--- src/rtl/pps_pkg.sv ---
package pps_pkg;
  localparam int DLY_W = 13;
  localparam int CYC_W = 4;

  typedef enum logic [2:0] {
    S_OFF, S_UP, S_BLON, S_ON, S_BLOFF, S_DOWN, S_CYCLE
  } pps_state_e;

  typedef struct packed {
    logic [DLY_W-1:0] up;
    logic [DLY_W-1:0] blon;
    logic [DLY_W-1:0] bloff;
    logic [DLY_W-1:0] pdown;
    logic [CYC_W-1:0] cycle;
  } pps_dly_t;
endpackage

--- src/rtl/pps_regs.sv ---
module pps_regs
  import pps_pkg::*;
#(
  parameter int          DIV_W      = 16,
  parameter int          RST_DIV    = 4999,
  parameter logic [15:0] UNLOCK_KEY = 16'hA5C3
) (
  input  logic             clk,
  input  logic             rst_n,
  input  logic             we,
  input  logic [1:0]       addr,
  input  logic [31:0]      wdata,
  output logic             target,
  output logic             force_vdd,
  output pps_dly_t         dly,
  output logic [DIV_W-1:0] div
);
  localparam int DIV_LSB = 8;

  logic key_ok;
  assign key_ok = (wdata[31:16] == UNLOCK_KEY);

  always_ff @(posedge clk) begin
    if (!rst_n) begin
      target    <= 1'b0;
      force_vdd <= 1'b0;
      dly       <= '0;
      div       <= DIV_W'(RST_DIV);
    end else if (we) begin
      case (addr)
        2'd0: if (key_ok) begin
          target    <= wdata[0];
          force_vdd <= wdata[1];
        end
        2'd1: begin
          dly.up   <= wdata[16 +: DLY_W];
          dly.blon <= wdata[0 +: DLY_W];
        end
        2'd2: begin
          dly.pdown <= wdata[16 +: DLY_W];
          dly.bloff <= wdata[0 +: DLY_W];
        end
        default: begin
          div       <= wdata[DIV_LSB +: DIV_W];
          dly.cycle <= wdata[0 +: CYC_W];
        end
      endcase
    end
  end

  // a control write without the key leaves target and force untouched
  p_key_guard_r2: assert property (@(posedge clk) disable iff (!rst_n)
    (we && addr == 2'd0 && wdata[31:16] != UNLOCK_KEY) |=> $stable({target, force_vdd}));
endmodule

--- src/rtl/pps_tick.sv ---
module pps_tick #(
  parameter int DIV_W        = 16,
  parameter int COARSE_RATIO = 1000
) (
  input  logic             clk,
  input  logic             rst_n,
  input  logic [DIV_W-1:0] div,
  output logic             fine_tick,
  output logic             coarse_tick
);
  localparam int CR_W = (COARSE_RATIO > 2) ? $clog2(COARSE_RATIO) : 1;

  logic [DIV_W-1:0] fcnt;
  logic [CR_W-1:0]  ccnt;

  always_ff @(posedge clk) begin
    if (!rst_n) begin
      fcnt        <= '0;
      ccnt        <= '0;
      fine_tick   <= 1'b0;
      coarse_tick <= 1'b0;
    end else begin
      fine_tick   <= 1'b0;
      coarse_tick <= 1'b0;
      if (fcnt >= div) begin
        fcnt      <= '0;
        fine_tick <= 1'b1;
        if (ccnt == CR_W'(COARSE_RATIO - 1)) begin
          ccnt        <= '0;
          coarse_tick <= 1'b1;
        end else begin
          ccnt <= ccnt + 1'b1;
        end
      end else begin
        fcnt <= fcnt + 1'b1;
      end
    end
  end

  // every coarse tick coincides with a fine tick
  p_coarse_on_fine_r10: assert property (@(posedge clk) disable iff (!rst_n)
    coarse_tick |-> fine_tick);
endmodule

--- src/rtl/pps_fsm.sv ---
module pps_fsm
  import pps_pkg::*;
(
  input  logic       clk,
  input  logic       rst_n,
  input  logic       fine_tick,
  input  logic       coarse_tick,
  input  logic       target,
  input  logic       force_vdd,
  input  pps_dly_t   dly,
  output logic       panel_vdd,
  output logic       video_en,
  output logic       backlight_en,
  output logic       st_on,
  output logic [1:0] st_seq,
  output logic       st_cycle
);
  pps_state_e       state, nxt;
  logic [DLY_W-1:0] cnt, load_val;
  logic             load, tick_sel, done, seq_vdd;

  always_comb begin
    tick_sel = (state == S_CYCLE) ? coarse_tick : fine_tick;
    done     = tick_sel && (cnt <= DLY_W'(1));
    nxt      = state;
    load     = 1'b0;
    load_val = '0;
    case (state)
      S_OFF: if (target) begin
        nxt = S_UP; load = 1'b1; load_val = dly.up;
      end
      S_UP: if (done) begin
        load = 1'b1;
        if (target) begin nxt = S_BLON; load_val = dly.blon;  end
        else        begin nxt = S_DOWN; load_val = dly.pdown; end
      end
      S_BLON: if (done) begin
        if (target) nxt = S_ON;
        else begin nxt = S_DOWN; load = 1'b1; load_val = dly.pdown; end
      end
      S_ON: if (!target) begin
        nxt = S_BLOFF; load = 1'b1; load_val = dly.bloff;
      end
      S_BLOFF: if (done) begin
        nxt = S_DOWN; load = 1'b1; load_val = dly.pdown;
      end
      S_DOWN: if (done) begin
        nxt = S_CYCLE; load = 1'b1; load_val = DLY_W'(dly.cycle);
      end
      S_CYCLE: if (done) begin
        if (target) begin nxt = S_UP; load = 1'b1; load_val = dly.up; end
        else nxt = S_OFF;
      end
      default: nxt = S_OFF;
    endcase
  end

  always_ff @(posedge clk) begin
    if (!rst_n) begin
      state <= S_OFF;
      cnt   <= '0;
    end else begin
      state <= nxt;
      if (load)                               cnt <= load_val;
      else if (tick_sel && cnt > DLY_W'(1))   cnt <= cnt - 1'b1;
    end
  end

  always_comb begin
    seq_vdd      = state inside {S_UP, S_BLON, S_ON, S_BLOFF, S_DOWN};
    video_en     = state inside {S_BLON, S_ON, S_BLOFF};
    backlight_en = (state == S_ON);
    panel_vdd    = seq_vdd || (force_vdd && state != S_CYCLE);
    st_on        = seq_vdd;
    st_cycle     = (state == S_CYCLE);
    if (state inside {S_UP, S_BLON})                 st_seq = 2'b01;
    else if (state inside {S_BLOFF, S_DOWN, S_CYCLE}) st_seq = 2'b10;
    else                                             st_seq = 2'b00;
  end

  // backlight only over live video, video only over a powered panel
  p_bl_over_video_r11: assert property (@(posedge clk) disable iff (!rst_n)
    backlight_en |-> video_en);
  p_video_over_vdd_r11: assert property (@(posedge clk) disable iff (!rst_n)
    video_en |-> panel_vdd);
  // video comes up only once supply was already present
  p_vdd_before_video_r3: assert property (@(posedge clk) disable iff (!rst_n)
    $rose(video_en) |-> $past(panel_vdd));
  // lockout is entered only from a powered panel and keeps supply off
  p_lockout_entry_r5: assert property (@(posedge clk) disable iff (!rst_n)
    $rose(st_cycle) |-> $past(st_on));
  p_lockout_dark_r5: assert property (@(posedge clk) disable iff (!rst_n)
    st_cycle |-> !panel_vdd);
endmodule

--- src/rtl/pps_sequencer.sv ---
module pps_sequencer
  import pps_pkg::*;
#(
  parameter int          DIV_W        = 16,
  parameter int          RST_DIV      = 4999,
  parameter int          COARSE_RATIO = 1000,
  parameter logic [15:0] UNLOCK_KEY   = 16'hA5C3
) (
  input  logic        clk,
  input  logic        rst_n,
  input  logic        cfg_we,
  input  logic [1:0]  cfg_addr,
  input  logic [31:0] cfg_wdata,
  output logic        panel_vdd,
  output logic        video_en,
  output logic        backlight_en,
  output logic        stat_on,
  output logic [1:0]  stat_seq,
  output logic        stat_cycle_busy
);
  logic             target, force_vdd, fine_tick, coarse_tick;
  logic [DIV_W-1:0] div;
  pps_dly_t         dly;

  pps_regs #(.DIV_W(DIV_W), .RST_DIV(RST_DIV), .UNLOCK_KEY(UNLOCK_KEY)) u_regs (
    .clk(clk), .rst_n(rst_n), .we(cfg_we), .addr(cfg_addr), .wdata(cfg_wdata),
    .target(target), .force_vdd(force_vdd), .dly(dly), .div(div));

  pps_tick #(.DIV_W(DIV_W), .COARSE_RATIO(COARSE_RATIO)) u_tick (
    .clk(clk), .rst_n(rst_n), .div(div),
    .fine_tick(fine_tick), .coarse_tick(coarse_tick));

  pps_fsm u_fsm (
    .clk(clk), .rst_n(rst_n), .fine_tick(fine_tick), .coarse_tick(coarse_tick),
    .target(target), .force_vdd(force_vdd), .dly(dly),
    .panel_vdd(panel_vdd), .video_en(video_en), .backlight_en(backlight_en),
    .st_on(stat_on), .st_seq(stat_seq), .st_cycle(stat_cycle_busy));
endmodule

--- config.mk ---
export PLATFORM = sky130hd
export DESIGN_NAME = pps_sequencer
export DESIGN_NICKNAME = d
export VERILOG_FILES = /design/src/rtl/pps_pkg.sv /design/src/rtl/pps_regs.sv /design/src/rtl/pps_tick.sv /design/src/rtl/pps_fsm.sv /design/src/rtl/pps_sequencer.sv
export SDC_FILE = /design/constraint.sdc
export NUM_CORES = 1
export LEC_CHECK = 0
export BUFFER_PORTS_ARGS = -buffer_cell sky130_fd_sc_hd__buf_4
export CORE_MARGIN = 2
export CORE_UTILIZATION = 51
export CTS_CLUSTER_DIAMETER = 200
export DETAILED_ROUTE_END_ITERATION = 16
export GPL_TIMING_DRIVEN = 0
export PLACE_DENSITY = 0.79
export SYNTH_ARGS = -nofsm -noshare
export SYNTH_HDL_FRONTEND = slang
export SYNTH_SLANG_ARGS = --single-unit
--- constraint.sdc ---
create_clock -name clk -period 3.4 [get_ports clk]
set_input_delay 1.02 -clock clk [delete_from_list [all_inputs] [get_ports clk]]
set_output_delay 1.02 -clock clk [all_outputs]
set_load 0.005 [all_outputs]
==> impl_results.md, run 1 <==
* Final min period at 3260 ps
* Fill cells at 978
* Via Count at 5729
* Area growth, synth to finish at 18.7%
* Syn Area/Cell at 7.83 um2
* Die area at 12500 um2
* Post-route insts no fill at 974
* CTS sink cnt at around 120
* Slew @ Worst Pin at between 900 and 1000 ps
* Placed Cells at 944
* Chip height at 112 um
* Sequential area share after synthesis at approximately two fifths
* CP max stage delay at 450 ps
* Gpl congestion at 1.01
* Clock skew at 7.46 ps
* Largest net degree at the start of global routing at 17
* Initial antenna violation count at 0
* Crit Path Category: flip-flop to primary output
* Ys flop type: dfxtp_1
* Headroom to the max-slew limit at 39.5%
* Total Routed Length at 16.9 mm
* Post-DRT Antenna Nets at 0
* Fin. Hold Viols at 0
* DRT Pass-1 Iters at 6
* Tot GR Track Use at 26.5%
* Postcts setup bufs at 0
* Core box area at 11400 um2
* I/O Buffers at 43
* Most frequent cells in the layout: 182 x nand2_1, 118 x dfxtp_1, 96 x a21oi_1, 56 x nor2_1, 43 x buf_4
* Slowest CP cell: clkbuf_2
* Seq cells post-synth at 118
* Finished Core Util at 61.9%
* Residual DRC at 0
* Nets at ~880
* Ys async rst share at 0%
* Worst Path Required at 2380 ps
* Net Count, Synth at a little over 800
* Status: completed
* Routed wire length on met3 at 1.30 mm
* Cell count after synthesis at 758
* Post-synth EDFFs at 0
* WP data arrival at 2240 ps
* Clk buf depth at 2
* Clk_lat worst skew at around 410 ps
* # IOs at 44
* Total negative slack at 0 ps
* Die X at ~110 um
* Vias in the first global route at 5177
* Critical-path cell list: clkbuf_1, clkbuf_2, nor3_1, a21oi_1, a21o_1, buf_4
* Part of the cycle the worst path needs at 95.9%
* Post-CTS Hold Buffers at 0
* # rows at 39
* Wire length on met2 at 8.05 mm
* WL met1 at about 6.9 mm
* Clock Tree Root: clkbuf_16
* First-pass GRT wire length at ~26 mm
* CP Launch Type: flip-flop
* Synth warnings at 0
* Worst-path clk slew at 50 ps
* Cts bufs inserted at 17
* DRT iter0 DRCs at 472
* Library cells used by synthesis at 62
* DR top layer: met4
* Share of layout cells above drive strength 1 at 12.9%
* Slew Limit Fails at 0
* GRT overflow at 0
* # setup viols final at 0
* Commonest non-fill, non-tap cell in the layout: nand2_1
* H-tree Lvls at 4
* Worst-path fanout max at 19
* Starting Density at 52.2%
* Antenna Diode Count at 0
* Lkg Pwr at 0.00270 uW
* Max Fclk at 307 MHz
* Worst min path class: flip-flop to flip-flop
* Pwr dens at 491 nW/um2
* Avg Vias per Cell at 5.88
* RSZ-0062 raised after global routing: no
* # Max-Cap Violations at 0
* Peak VDD IR at 0.350 mV
* Post-detail-place hpwl at 11.9 mm
* CTS tree: built
* CP endpoint kind: primary output
* Synthesized cell area at 5930 um2
* Drt wl/cell at 17.3 um
-- power by group --
part | switching, uW | leakage, uW | total [uW] | internal, uW
Combinational | 112 | 0.00145 | 180 | 67.9
Clock | 618 | 0.000299 | 1840 | 1220
Sequential | 21.4 | 0.000957 | 1440 | 1420
Total | 751 | 0.00270 | 3460 | 2710
-- timing repair --
item / 4_1_cts / 5_1_grt
pin swaps: 0 / 0
endpoints found under the hold margin: 0 / 0
setup endpoints to repair: 1 / 1
resized for setup: 1 / 2
-- cells by family after synthesis --
| kind of cell | Yosys count | synth area share [%] |
|---|---|---|
| buffers and inverters | 74 | 5.21 |
| AO/OA/AOI/OAI | 196 | 21.6 |
| adder cells (fa/ha/maj) | 21 | 4.43 |
| AND/OR/NAND/NOR | 315 | 23.6 |
| flip-flops | 118 | 39.8 |
| multiplexers | 12 | 2.15 |
| XOR/XNOR | 22 | 3.25 |
-- synth_stat cells (5+ instances only) --
master / n / area share, %
a21o_1: 8 / 1.0
nand3_1: 13 / 1.1
nand2b_1: 6 / 0.63
and3_1: 8 / 0.84
mux2_2: 6 / 1.1
a221oi_2: 7 / 1.8
inv_1: 28 / 1.8
nand4_1: 9 / 0.95
nor2_1: 56 / 3.5
o211ai_1: 9 / 1.1
or3_1: 7 / 0.74
o21ai_0: 21 / 1.8
xor2_1: 12 / 1.8
nand2_1: 182 / 12
clkbuf_1: 39 / 2.5
nor3_1: 6 / 0.51
ha_1: 21 / 4.4
xnor2_1: 10 / 1.5
mux2i_1: 6 / 1.0
a22oi_1: 18 / 2.3
dfxtp_1: 118 / 40
o22ai_1: 5 / 0.53
a21oi_1: 96 / 8.1
-- stage by stage --
stage / hold slack (ps) / instance area, um2 / setup slack, ps / total power, uW
floorplan: 432 / 5930 / 907 / 1550
global placement: 443 / 6430 / 376 / 1630
detailed placement: 446 / 6430 / 350 / 1640
CTS: 454 / 7040 / 19.8 / 3460
global route: 477 / 7040 / 93.3 / 3550
finish: 453 / 7040 / 141 / 3460
-- sequential cells by signal (all words and copies together) (netlist names) --
name / flops
u_fsm.state: 3
u_regs.force_vdd: 1
u_tick.ccnt: 10
u_regs.target: 1
u_tick.fine_tick: 1
u_regs.div: 16
u_fsm.cnt: 13
u_tick.coarse_tick: 1
u_regs.dly: 56
u_tick.fcnt: 16
-- final timing paths --
| path | start | to | slack [ps] | cells past startpoint |
|---|---|---|---|---|
| worst max register to register | u_fsm.state[0] | u_fsm.cnt[10] | 420 | 7 |
| worst max-delay path | u_fsm.state[2] | panel_vdd | 140 | 6 |
| worst min register to register | u_regs.div[4] | u_regs.div[4] | 450 | 2 |
| worst min-delay path | u_regs.div[4] | u_regs.div[4] | 450 | 2 |
-- metal layers --
metal | global-route usage [%] | vias up
li1 | - | 2752
met1 | 33.6 | 2692
met2 | 42.5 | 234
met3 | 5.23 | 51
met4 | 14.6 | 0
met5 | 0 | -
-- critical path: cells and delay by family (launching register included) --
family                 cells  cell delay, ps
buffers and inverters      3             960
AOI/OAI and AO/OA          2             410
DFF                        1             340
and+or+nand+nor            1             130
-- layout make-up --
cell class	instances	area, um2	area share (%)
multi-input combinational	566	3260	46.3
sequential	118	2360	33.5
clock buffer	23	488	6.93
timing repair buffer	43	323	4.58
buffer	44	199	2.83
tap	143	179	2.54
clock inverter	8	121	1.72
inverter	29	109	1.55
No activity file was read; power rests on OpenSTA's default activity.
==> run 2, diff against run 1 <==
--- a/config.mk
+++ b/config.mk
@@ -5,13 +5,14 @@
 export SDC_FILE = /design/constraint.sdc
 export NUM_CORES = 1
 export LEC_CHECK = 0
-export BUFFER_PORTS_ARGS = -buffer_cell sky130_fd_sc_hd__buf_4
 export CORE_MARGIN = 2
 export CORE_UTILIZATION = 51
 export CTS_CLUSTER_DIAMETER = 200
 export DETAILED_ROUTE_END_ITERATION = 16
+export DONT_BUFFER_PORTS = 1
 export GPL_TIMING_DRIVEN = 0
-export PLACE_DENSITY = 0.79
+export PLACE_DENSITY = 0.76
+export RECOVER_POWER = 100
 export SYNTH_ARGS = -nofsm -noshare
 export SYNTH_HDL_FRONTEND = slang
 export SYNTH_SLANG_ARGS = --single-unit
==> run 2 against run 1 <==
  * Critical path depth shrank 1
  * Critical path type unchanged
  * Design area is 4.5% lower
  * Non-clock buffer count shrank 42
  * Fmax grew 2.1%
  * Highest routed layer unchanged
==> impl_results.md, run 2 (synthesis gave the netlist of run 1 again) <==
* Lkg Pwr at 0.00250 uW (-7.4%)
* Total Routed Length at 17.1 mm (+1.1%)
* Slew Limit Fails at 0 (unchanged)
* Commonest non-fill, non-tap cell in the layout: nand2_1
* Chip height at 112 um (unchanged)
* RSZ-0062 raised after global routing: no
* CP Launch Type: flip-flop
* DP Area at 6110 um2 (-5.0%)
* Worst-path fanout max at 10 (-9)
* Pwr dens at 522 nW/um2 (+6.3%)
* I/O Buffers at 0 (-100%)
* Headroom to the max-slew limit at 42.8% (+3.4 points)
* Share of layout cells above drive strength 1 at 7.47% (-5.4 points)
* Antenna Diode Count at 0 (unchanged)
* Worst min path class: flip-flop to flip-flop
* Max Fclk at 313 MHz (+2.1%)
* Clock skew at 8.95 ps (+1.48 ps)
* Gpl congestion at 0.947 (-6.3%)
* Via Count at 5492 (-4.1%)
* Residual DRC at 0 (unchanged)
* # rows at 39 (unchanged)
* Vias in the first global route at 5521 (+6.6%)
* WHS at 458 ps (+5.52 ps)
* GRT overflow at 0 (unchanged)
* Post-detail-place hpwl at 12.6 mm (+6.1%)
* Slew @ Worst Pin at 855 ps (-50.1 ps)
* Overall power at 3510 uW (+1.5%)
* Final min period at 3190 ps (-68.4 ps)
* # setup viols final at 0 (unchanged)
* DRT Pass-1 Iters at 5 (-1)
* Clk_lat worst skew at 420 ps (about the same)
* Fin. Hold Viols at 0 (unchanged)
* Post-CTS Hold Buffers at 0 (unchanged)
* # Max-Cap Violations at 0 (unchanged)
* Total negative slack at 0 ps (unchanged)
* Die area at 12500 um2 (unchanged)
* DRT iter0 DRCs at 502 (+6.4%)
* Avg Vias per Cell at 5.89 (about the same)
* Nets at 835 (-4.8%)
* Part of the cycle the worst path needs at 93.9% (-2.0 points)
* Initial antenna violation count at 0 (unchanged)
* Tot GR Track Use at 28.4% (+1.9 points)
* Peak VDD IR at 0.278 mV (-20%)
* CTS sink cnt at 118 (unchanged)
* # IOs at 44 (unchanged)
* CTS tree: built
* Drt wl/cell at 18.3 um (+5.5%)
* Crit. Startpoint: u_fsm.state[2]
* Area growth, synth to finish at 13.4%
* WP data arrival at 2170 ps (-70 ps)
* Worst-path clk slew at 60 ps (about the same)
* H-tree Lvls at 4 (unchanged)
* Postcts setup bufs at 0 (unchanged)
* Die X at 112 um (unchanged)
* Clock Tree Root: clkbuf_16
* First-pass GRT wire length at 28.0 mm (+6.5%)
* Largest net degree at the start of global routing at 17 (unchanged)
* Status: completed
* Worst hold start: u_regs.dly[53]
* Top flop regs: u_regs.dly: 56 flops, u_regs.div: 16 flops, u_tick.fcnt: 16 flops
* Clk buf depth at 2 (unchanged)
* Cts bufs inserted at 17 (unchanged)
* Post-DRT Antenna Nets at 0 (unchanged)
* Reg2reg start: u_fsm.cnt[6]
* Max FFs per register at 56 (unchanged)
* Worst Path Required at 2380 ps (about the same)
* Largest reg by FF count: u_regs.dly
* Post-Layout Inst Area at 6720 um2 (-4.5%)
* CP endpoint kind: primary output
* Most frequent cells in the layout: 182 x nand2_1, 118 x dfxtp_1, 96 x a21oi_1, 56 x nor2_1, 42 x clkbuf_1
* Core box area at 11400 um2 (unchanged)
* Starting Density at 52.2% (unchanged)
* Crit Path Category: flip-flop to primary output
[run 2: critical path: stages, from the launching register on]
cell and delay, ps:
dfxtp_1 330, clkbuf_1 350, clkbuf_2 350, clkbuf_1 350, a21oi_1 170, a21o_1 200
[run 2: area by class of cell]
| class | count | area (um2) |
|---|---|---|
| fill | 1031 | 4650 |
| multi-input combinational | 566 | 3250 |
| sequential | 118 | 2360 |
| clock buffer | 22 | 464 |
| buffer | 45 | 189 |
| tap | 143 | 179 |
| clock inverter | 10 | 175 |
| inverter | 29 | 109 |
[run 2: report_power, final]
part,internal (uW),switching (uW),total [uW],leakage [uW]
sequential,1420,22.0,1440,0.000957
combinational,40.6,84.5,125,0.00123
clock,1330,614,1950,0.000318
total,2790,721,3510,0.00250
[run 2: path summary, 6_finish.rpt]
check | slack (ps) | to | depth (start not counted)
hold reg to reg | 460 | u_regs.dly[53] | 2
hold / removal | 460 | u_regs.dly[53] | 2
setup reg to reg | 220 | u_fsm.cnt[4] | 7
setup / recovery | 210 | panel_vdd | 5
[run 2: stage by stage]
stage | cells | setup WS (ps) | utilization [%]
3_3_place_gp | 901 | 485 | 53.7
5_1_grt | 933 | 23.8 | 59.1
3_5_place_dp | 901 | 478 | 53.7
2_1_floorplan | 758 | 907 | -
6_report | 933 | 209 | 59.1
4_1_cts | 933 | 37.9 | 59.4
[run 2: routing by layer]
| metal | track usage, % | part of all wire (%) |
|---|---|---|
| met1 | 34.1 | 40 |
| met5 | 0 | 0 |
| met4 | 16.2 | 4.5 |
| met3 | 7.40 | 8.3 |
| met2 | 46.3 | 47 |
[run 2: timing repair]
action | in CTS | in global routing
gates resized for setup | 0 | 2
endpoints found under the hold margin | 0 | 0
setup endpoints to repair | 0 | 1
==> run 3, diff against run 2 <==
--- a/config.mk
+++ b/config.mk
@@ -5,6 +5,7 @@
 export SDC_FILE = /design/constraint.sdc
 export NUM_CORES = 1
 export LEC_CHECK = 0
+export ABC_AREA = 1
 export CORE_MARGIN = 2
 export CORE_UTILIZATION = 51
 export CTS_CLUSTER_DIAMETER = 200
==> run 3 against run 2 <==
  * Via count up 13%
  * Global-route usage is 0.16 points lower
  * First-iteration DRC count increased by 38%
  * Die area increased by 5.6%
  * Critical path depth rose by 1
  * Flip-flop and latch count unchanged
  * Worst hold slack lost 14 ps
  * Synthesized cell count up 24%
  * Register-to-register slack improved by 330 ps
  * Area after synthesis rose by 5.8%
  * Sequential power rose by 4%
  * Largest cell class unchanged
==> impl_results.md, run 3 <==
* Status: completed
* Peak VDD IR at 0.337 mV (+21%)
* Postcts setup bufs at 0 (unchanged)
* Seq cells post-synth at 118 (unchanged)
* Reg2reg start: u_fsm.state[2]
* Clk pwr share at 46.6% (-8.8 points)
* Cell Int Power at 2870 uW (+3.0%)
* Clk buf depth at 2 (unchanged)
* Sequential Power Share at 37.4% (-3.6 points)
* Slowest CP cell: nor3_1
* Switch share at 28.2% (+7.7 points)
* Worst-path fanout max at 9 (-1)
* Via Count at 6181 (+13%)
* Worst Path Required at 2380 ps (about the same)
* R2R Setup Slk at 550 ps (+330 ps)
* I/O Buffers at 0 (unchanged)
* Lkg Pwr at 0.00304 uW (+22%)
* Largest area contributor in the netlist: dfxtp_1
* Vias in the first global route at 5658 (+2.5%)
* Most frequent cells in the layout: 188 x nand2_1, 130 x nor2_1, 118 x dfxtp_1, 100 x inv_1, 93 x o21ai_0
* Area growth, synth to finish at 12.2%
* Clock skew at 9.56 ps (+0.613 ps)
* CP endpoint kind: primary output
* Initial antenna violation count at 0 (unchanged)
* Library cells used by synthesis at 39 (-37%)
* Logic gate share of total power at 16.1% (+13 points)
* Clock Tree Root: clkbuf_16
* Sequential area share after synthesis at 37.6% (-2.2 points)
* Die area at 13200 um2 (+5.6%)
* CTS tree: built
* Tot GR Track Use at 28.3% (-0.16 points)
* Final min period at 3070 ps (-126 ps)
* Cell count after synthesis at 937 (+24%)
* Largest net degree at the start of global routing at 17 (unchanged)
* Top flop regs: u_regs.dly: 56 flops, u_regs.div: 16 flops, u_tick.fcnt: 16 flops
* Resized cells post-CTS at 0 (unchanged)
* DRT Pass-1 Iters at 6 (+1)
* Worst-path clk slew at 50 ps (about the same)
* Post-Layout Inst Area at 7050 um2 (+4.8%)
* Slew @ Worst Pin at 703 ps (-152 ps)
* WP data arrival at 2050 ps (-120 ps)
* CP Launch Type: flip-flop
* Core box area at 12000 um2 (+5.6%)
* Reg2reg end: u_fsm.cnt[1]
* Ys flop type: dfxtp_1
* Synthesized cell area at 6280 um2 (+5.8%)
* Starting Density at 52.3% (+0.097 points)
* Fin. Hold Viols at 0 (unchanged)
* RSZ-0062 raised after global routing: no
* Net Count, Synth at 995 (+22%)
* Total Routed Length at 17.7 mm (+3.8%)
* Nets at 1014 (+21%)
* Path depth of the worst reg2reg path at 12 (+5)
* # IOs at 44 (unchanged)
* Antenna Diode Count at 0 (unchanged)
* Pwr dens at 568 nW/um2 (+8.9%)
* Part of the cycle the worst path needs at 90.2% (-3.7 points)
* Post-DRT Antenna Nets at 0 (unchanged)
* Hold path endpoint: u_regs.dly[25]
* Count leader, synth: nand2_1
* Max FFs per register at 56 (unchanged)
* Synth warnings at 0 (unchanged)
* CP max stage delay at 350 ps (about the same)
* Critical-path cell list: buf_2, nor2_1, nand2_1, inv_1, nor3_1, nand3_1
* Slew Limit Fails at 0 (unchanged)
* First-pass GRT wire length at 29.0 mm (+3.4%)
* Crit Path Category: flip-flop to primary output
* Cts bufs inserted at 17 (unchanged)
* Placed Cells at 1084 (+20%)
* Area contributors post-synth: dfxtp_1 38%, nand2_1 11%, nor2_1 7.6%
* Residual DRC at 0 (unchanged)
* Worst min path class: flip-flop to flip-flop
* Commonest non-fill, non-tap cell in the layout: nand2_1
* Share of layout cells above drive strength 1 at 5.57% (-1.9 points)
* Clk_lat worst skew at 420 ps (about the same)
* Post-detail-place hpwl at 13.0 mm (+3.2%)
* Area share of the largest cell type after synthesis at 37.6% (-2.2 points)
* Most instantiated cells after synthesis: 185 x nand2_1, 127 x nor2_1, 118 x dfxtp_1
* Finished Core Util at 58.7% (-0.48 points)
* # setup viols final at 0 (unchanged)
* Gpl congestion at 0.964 (+1.8%)
* # rows at 40 (+2.6%)
* Drt wl/cell at 15.9 um (-13%)
* H-tree Lvls at 4 (unchanged)
* DP Area at 6460 um2 (+5.8%)
* Syn Area/Cell at 6.70 um2 (-14%)
* DRT iter0 DRCs at 694 (+38%)
* Post-synth EDFFs at 0 (unchanged)
* Worst hold start: u_regs.dly[25]
* Chip height at 115 um (+2.8%)
* Largest reg by FF count: u_regs.dly
* Avg Vias per Cell at 5.54 (-5.9%)
* CTS sink cnt at 118 (unchanged)
* Hold Crit Depth at 2 (unchanged)
* Die X at 115 um (+2.8%)
* Post-route insts no fill at 1116 (+20%)
* Ys async rst share at 0% (unchanged)
* Post-CTS Hold Buffers at 0 (unchanged)
* Switching power at 1130 uW (+57%)
* # Max-Cap Violations at 0 (unchanged)
* Headroom to the max-slew limit at 52.9% (+10 points)
* GRT overflow at 0 (unchanged)
* Max Fclk at 326 MHz (+4.1%)
* Total negative slack at 0 ps (unchanged)
==> run 3: cell count changes after synthesis, sizes merged, moves of 9 or more <==
cell / change
inv: +80
nor2: +77
o21ai: +77
nand3: +45
nand4: +20
a22oi: -16
a21oi: -12
clkbuf: -12
nor3: +10
a221oi: -9
==> run 3: cell families (layout without fill, tap and decap cells) <==
logic type,count (synthesis),after routing,share of synthesized area (%)
AND/OR/NAND/NOR,436,436,30.0
AO/OA/AOI/OAI,190,190,15.6
buffers and inverters,149,181,9.39
flip-flops,118,118,37.6
XOR/XNOR,23,23,3.21
adder cells (fa/ha/maj),21,21,4.18
==> run 3: critical path: cells and delay by family (launching register included) <==
family	cells	cell delay (ps)
simple gates	4	910
buf+inv	2	420
flops	1	300
==> run 3: worst max path at each step <==
stage | from | endpoint | depth (start not counted)
final | u_fsm.state[0] | panel_vdd | 6
after global routing | u_fsm.state[0] | panel_vdd | 6
after CTS | u_fsm.state[0] | panel_vdd | 6
after detailed placement | rst_n | u_regs.dly[37] | 5
after global placement | rst_n | u_regs.dly[39] | 5
after floorplan | u_fsm.state[0] | panel_vdd | 6
==> run 3: layout make-up <==
class	count	area (um2)
Multi-Input combinational cell	670	3300
Buffer	40	175
Fill cell	1140	4970
Sequential cell	118	2360
Clock buffer	25	495
Clock inverter	7	118
Tap cell	147	184
Inverter	109	409
==> run 3: metrics by stage <==
step | hold WS [ps] | worst slack (ps) | total power [uW]
global route | 462 | 231 | 4150
global placement | 433 | 604 | 2160
CTS | 446 | 369 | 4000
floorplan | 423 | 1260 | 2010
detailed placement | 437 | 602 | 2160
finish | 444 | 335 | 4000
==> run 3: power by group through the flow <==
stage	clock network (uW)	registers (uW)	logic, uW
CTS	1860	1500	644
finish	1860	1500	644
detailed placement	0	1520	638
floorplan	0	1510	500
global route	1920	1500	726
global placement	0	1520	633
==> run 3: routing by layer <==
layer	share of wire, %	wire (um)	track usage [%]	vias to the layer above
li1	-	-	-	3101
met1	45	8010	38.0	2784
met2	44	7880	44.6	262
met3	7.7	1370	5.80	34
met4	2.7	482	11.2	0
met5	0	0	0	-
